--- src/rtl/skip_counter.sv ---
module skip_counter #(
  parameter int W = 4
) (
  input  logic         clk,
  input  logic         clr,
  input  logic         load,
  input  logic         en,
  input  logic [W-1:0] ld_val,
  input  logic [W-1:0] skip,
  output logic [W-1:0] cnt
);
  localparam logic [W-1:0] ONE = W'(1);
  localparam logic [W-1:0] TWO = W'(2);

  logic         hit;
  logic [W-1:0] step;

  assign hit  = (cnt == skip - ONE);
  assign step = hit ? TWO : ONE;

  always_ff @(posedge clk) begin
    if (clr)       cnt <= '0;
    else if (load) cnt <= ld_val;
    else if (en)   cnt <= cnt + step;
  end
endmodule


--- config.mk ---
export PLATFORM = sky130hd
export DESIGN_NAME = skip_counter
export DESIGN_NICKNAME = d
export VERILOG_FILES = /design/src/rtl/skip_counter.sv
export SDC_FILE = /design/constraint.sdc
export NUM_CORES = 1
export LEC_CHECK = 0
export CORE_AREA = 2 2 39 41
export DETAILED_ROUTE_END_ITERATION = 6
export DIE_AREA = 0 0 41 43
export GPL_ROUTABILITY_DRIVEN = 0
export PLACE_DENSITY = 0.57
export SKIP_CTS_REPAIR_TIMING = 1
export SLEW_MARGIN = 20
export SYNTH_ARGS = -nofsm -noshare
export SYNTH_HDL_FRONTEND = slang
export SYNTH_SLANG_ARGS = --single-unit
--- constraint.sdc ---
create_clock -name clk -period 2.5 [get_ports clk]
set_input_delay 0.5 -clock clk [delete_from_list [all_inputs] [get_ports clk]]
set_output_delay 0.5 -clock clk [all_outputs]
set_load 0.05 [all_outputs]
Yosys cells after proc, flatten, opt, wreduce, memory -nomap -nowiden
Cells that the tools add are included.
{"block": "op_classes", "addsub": 2, "eq_ne": 1, "muxes": 3, "reduce_logical": 1}
{"cell": "2-to-1 mux 4 bit", "n": 2}
{"cell": "adder 4 x 2 -> 4 bit", "n": 1}
{"cell": "equality test 4 bit", "n": 1}
{"cell": "subtractor 4 x 1 -> 4 bit (second input constant)", "n": 1}
{"cell": "2-to-1 mux 2 bit", "n": 1}
{"cell": "nonzero test 2 bit", "n": 1}
{"block": "word_totals", "regBits": 4, "input_bits": 12, "word_cells": 8}

Logic depth before layout (Yosys ltp)
{"block": "logic_depth", "depth_word": 6, "mapped_depth": 11, "mapped_depth_nobuf": 11}

Least setup slack after synthesis
OpenSTA, ideal clock, no wires.
{"block": "synth_timing", "path_kind": "in2reg", "from": "input port skip[0]", "to": "register cnt[2]", "arrival_time_ns": 2.119, "path_slack_ns": 0.295, "cell_stages": 11, "n_path_buf": 0, "cell_sequence": "inv_1 > ha_1 > xor2_1 > xnor2_1 > nand4_1 > ha_1 > inv_1 > fa_1 > nor2b_1 > xnor2_1 > a211oi_1"}
{"block": "synth_via", "elab_chain_len": 6}
{"item": "from (decl)", "line": "9", "source": "input logic [W-1:0] skip,"}
{"item": "subtractor 4 x 1 -> 4 bit", "line": "18", "source": "assign hit = (cnt == skip - ONE);"}
{"item": "equality test 4 bit", "line": "18"}
{"item": "2-to-1 mux 2 bit", "line": "19", "source": "assign step = hit ? TWO : ONE;"}
{"item": "adder 4 x 2 -> 4 bit", "line": "24", "source": "else if (en) cnt <= cnt + step;"}
{"item": "2-to-1 mux 4 bit", "line": "24"}
{"item": "2-to-1 mux 4 bit", "line": "23", "source": "else if (load) cnt <= ld_val;"}
{"item": "to (signal assigned)", "line": "23"}
{"item": "to (signal assigned)", "line": "24"}
{"item": "to (decl)", "line": "10", "source": "output logic [W-1:0] cnt"}
Every way passes these cells. The select of a mux whose other input is x is not followed.
A chain may end at the register's enable or synchronous reset.

Worst setup path in the final report
{"block": "layout_timing", "from": "input port skip[2]", "to": "register cnt[2]"}
Same word-level chain as after synthesis.

==> summary.md <==
| Metric | Value |
|---|---|
| Outcome | complete, no violations |
| Biggest register | cnt |
| Die span in x | 41 µm |
| Area Growth Syn to Fin | 75.5% |
| Hold_sp | cnt[3] |
| GRT Util Overall | 11.4% |
| Critical Path AT | 2500 ps |
| Syn avg cell area | 8.29 µm² |
| Fmax | 425 MHz |
| Max VDD drop | 0.150 mV |
| Yosys top cell by area | dfxtp_1 |
| CP Class | input port to flip-flop |
| Pint | 175 µW |
| Vias in the first global route | 341 |
| Net Sw Power | 83.8 µW |
| Inserted Diodes | 0 |
| Total Nets Final | 79 |
| Detailed-route via count | 340 |
| Max reg flops | 4 |
| Critical Path Source Type | input port |
| R2R depth | 8 |
| Worst rel slew slack | 66.9% |
| Longest Clk Path Bufs | 2 |
| Fin area | 582 µm² |
| RSZ-0062 raised after global routing | no |
| Pins Over Slew Limit | 0 |
| Worst slew pin tran | 495 ps |
| Worst reg2reg endpoint | cnt[2] |
| Initial antenna violation count | 0 |
| Initial DRC Count | 1 |
| CTS tree | yes |
| Clock power frac | 31.5% |
| Yosys reg bits | 4 |
| Port bufs | 15 |
| Worst hold endpoint | cnt[3] |
| Top area cells in the synthesized netlist | dfxtp_1 (24%), ha_1 (11%), xor2_1 (11%) |
| Critical R2R Launch | cnt[3] |
| Post-Route WL | 783 µm |
| Drt pass-1 iters | 2 |
| Fin worst setup slack | 145 ps |
| Die ar. | 1760 µm² |
| Power Density | 444 nW/µm² |
| Rows | 14 |
| Largest net degree at the start of global routing | 7 |
| Synth Instances | 40 |
| HPWL after DPL | 606 µm |
| Fillers | 143 |
| Critical Path Fanout Max | 2 |
| Die height | 43 µm |
| Crit path time final | 2350 ps |
| Yosys warning total | 0 |
| CTS buffer count | 3 |
| First-pass GRT wire length | 1350 µm |
| Final Setup Violations | 0 |
| Gr ovfl total | 0 |
| Leakage | 0.249 nW |
| H-tree levels | 1 |
| Class of the worst hold path | flip-flop to flip-flop |
| # IOs | 16 |
| Placed Area | 517 µm² |
| Clock Pin Slew Worst Setup and Hold Paths | 40 ps |
| Share of the synthesized area in the top cell type | 24.2% |
| Share of post-route cells with drive strength above 1 | 19.7% |
| DRC violation count after routing | 0 |
| Core Box Area | 1380 µm² |
| Routed Antenna Nets | 0 |
| CTS root buf | clkbuf_4 |
| Period utilisation layout | 94.2% |
| Hold depth | 2 |
| Sequential share of the synthesized area | 24.2% |
| Initial core utilization | 24.0% |
| Cell variety after synth | 19 |
| Clock latency on the worst-skew pair | 240 ps |
| Biggest regs | cnt (4) |
| Crit. End Element | flip-flop |
| Max-cap violations | 0 |
| FF+latch area | 80.1 µm² |
| Multi-input logic area | 263 µm² |
| Wire per inst | 10.2 µm |
| Sw Ratio | 32.4% |
| Netlist Area Pre-Place | 332 µm² |
| Post-synthesis net count | 56 |
| Logic pwr share | 39.1% |
| Clock sink count | 4 |
| Pre-CTS WS | -322 ps |
| Crit path required time | 2650 ps |
| Via-to-Cell Ratio | 4.42 |
| Sequential fraction of design power | 29.4% |
| Clk_skew | 5.46 ps |
| Hold Vio Cnt, Final | 0 |
| FF-to-FF setup slack | 580 ps |
[cells in the mapped netlist (all sizes together)]
cell    count
and4        1
o211ai      1
nor2b       1
nor3        1
o21ai       1
mux2        1
nor2        2
or3         1
ha          3
a21oi       3
inv         5
fa          1
nand2       5
xor2        4
a311oi      1
a211oi      1
nand4       1
xnor2       3
dfxtp       4
[layer usage]
metal	track usage, %	wire (µm)	up-vias
li1	-	-	180
met1	15.9	380	147
met2	14.4	334	13
met3	3.14	68	0
met4	8.00	0	0
met5	0	0	-
[layout make-up]
type | count | share of cell area (%)
clock buffer | 3 | 3.87
multi-input combinational | 31 | 45.2
tap | 16 | 3.44
inverter | 5 | 3.23
sequential | 4 | 13.8
timing repair buffer | 18 | 30.5
[worst max-delay path by stage]
stage | start | to | slack, ps | depth (start not counted)
after floorplan | skip[0] | cnt[2] | 300 | 11
after global placement | skip[0] | cnt[1] | -300 | 12
after detailed placement | skip[0] | cnt[1] | -320 | 12
after CTS | skip[0] | cnt[1] | -90 | 12
after global routing | skip[2] | cnt[1] | 30 | 10
final | skip[2] | cnt[2] | 150 | 9
[power by group through the flow]
stage | Sequential (mW) | Clock, mW | Combinational [mW]
floorplan | 0.0931 | 0 | 0.0367
global placement | 0.0767 | 0 | 0.0919
global route | 0.0770 | 0.0938 | 0.110
finish | 0.0760 | 0.0813 | 0.101
detailed placement | 0.0769 | 0 | 0.0930
CTS | 0.0758 | 0.0874 | 0.0937
[stage by stage]
step	TNS [ps]	power [mW]	cells	hold WS (ps)	utilization (%)
after detailed placement	-899	0.170	73	537	37.3
after CTS	-174	0.257	76	542	39.0
after global routing	0	0.281	77	594	42.0
after floorplan	0	0.130	40	569	-
after global placement	-797	0.169	73	527	37.3
final	0	0.258	77	532	42.0
[cells by family (layout without fill, tap and decap cells)]
kind of cell | after synthesis | after routing | share of synthesized area, %
adders and majority gates | 4 | 4 | 17.4
and+or+nand+nor | 12 | 12 | 17.7
xor gates and xnor gates | 7 | 7 | 18.5
buffers and inverters | 5 | 26 | 5.66
muxes | 1 | 1 | 3.40
AOI/OAI and AO/OA | 7 | 7 | 13.2
DFF | 4 | 4 | 24.2
[layout by cell type (no fill, tap or decap), drive strengths merged, types with 3 or more instances in the layout]
master | netlist | routed
clkdlybuf4s50 | 0 | 13
nand2 | 5 | 5
inv | 5 | 5
dfxtp | 4 | 4
xor2 | 4 | 4
a21oi | 3 | 3
clkbuf | 0 | 3
buf | 0 | 3
xnor2 | 3 | 3
ha | 3 | 3
[worst max-delay path, cell delays in order]
cell and delay (ps):
clkdlybuf4s50_1 460, nor3_1 240, xnor2_1 170, nand4_1 160, buf_4 170, fa_1 380, nor2b_1 150, xnor2_1 90
a211oi_1 180
Note: power is estimated with default switching activity, not from simulation.
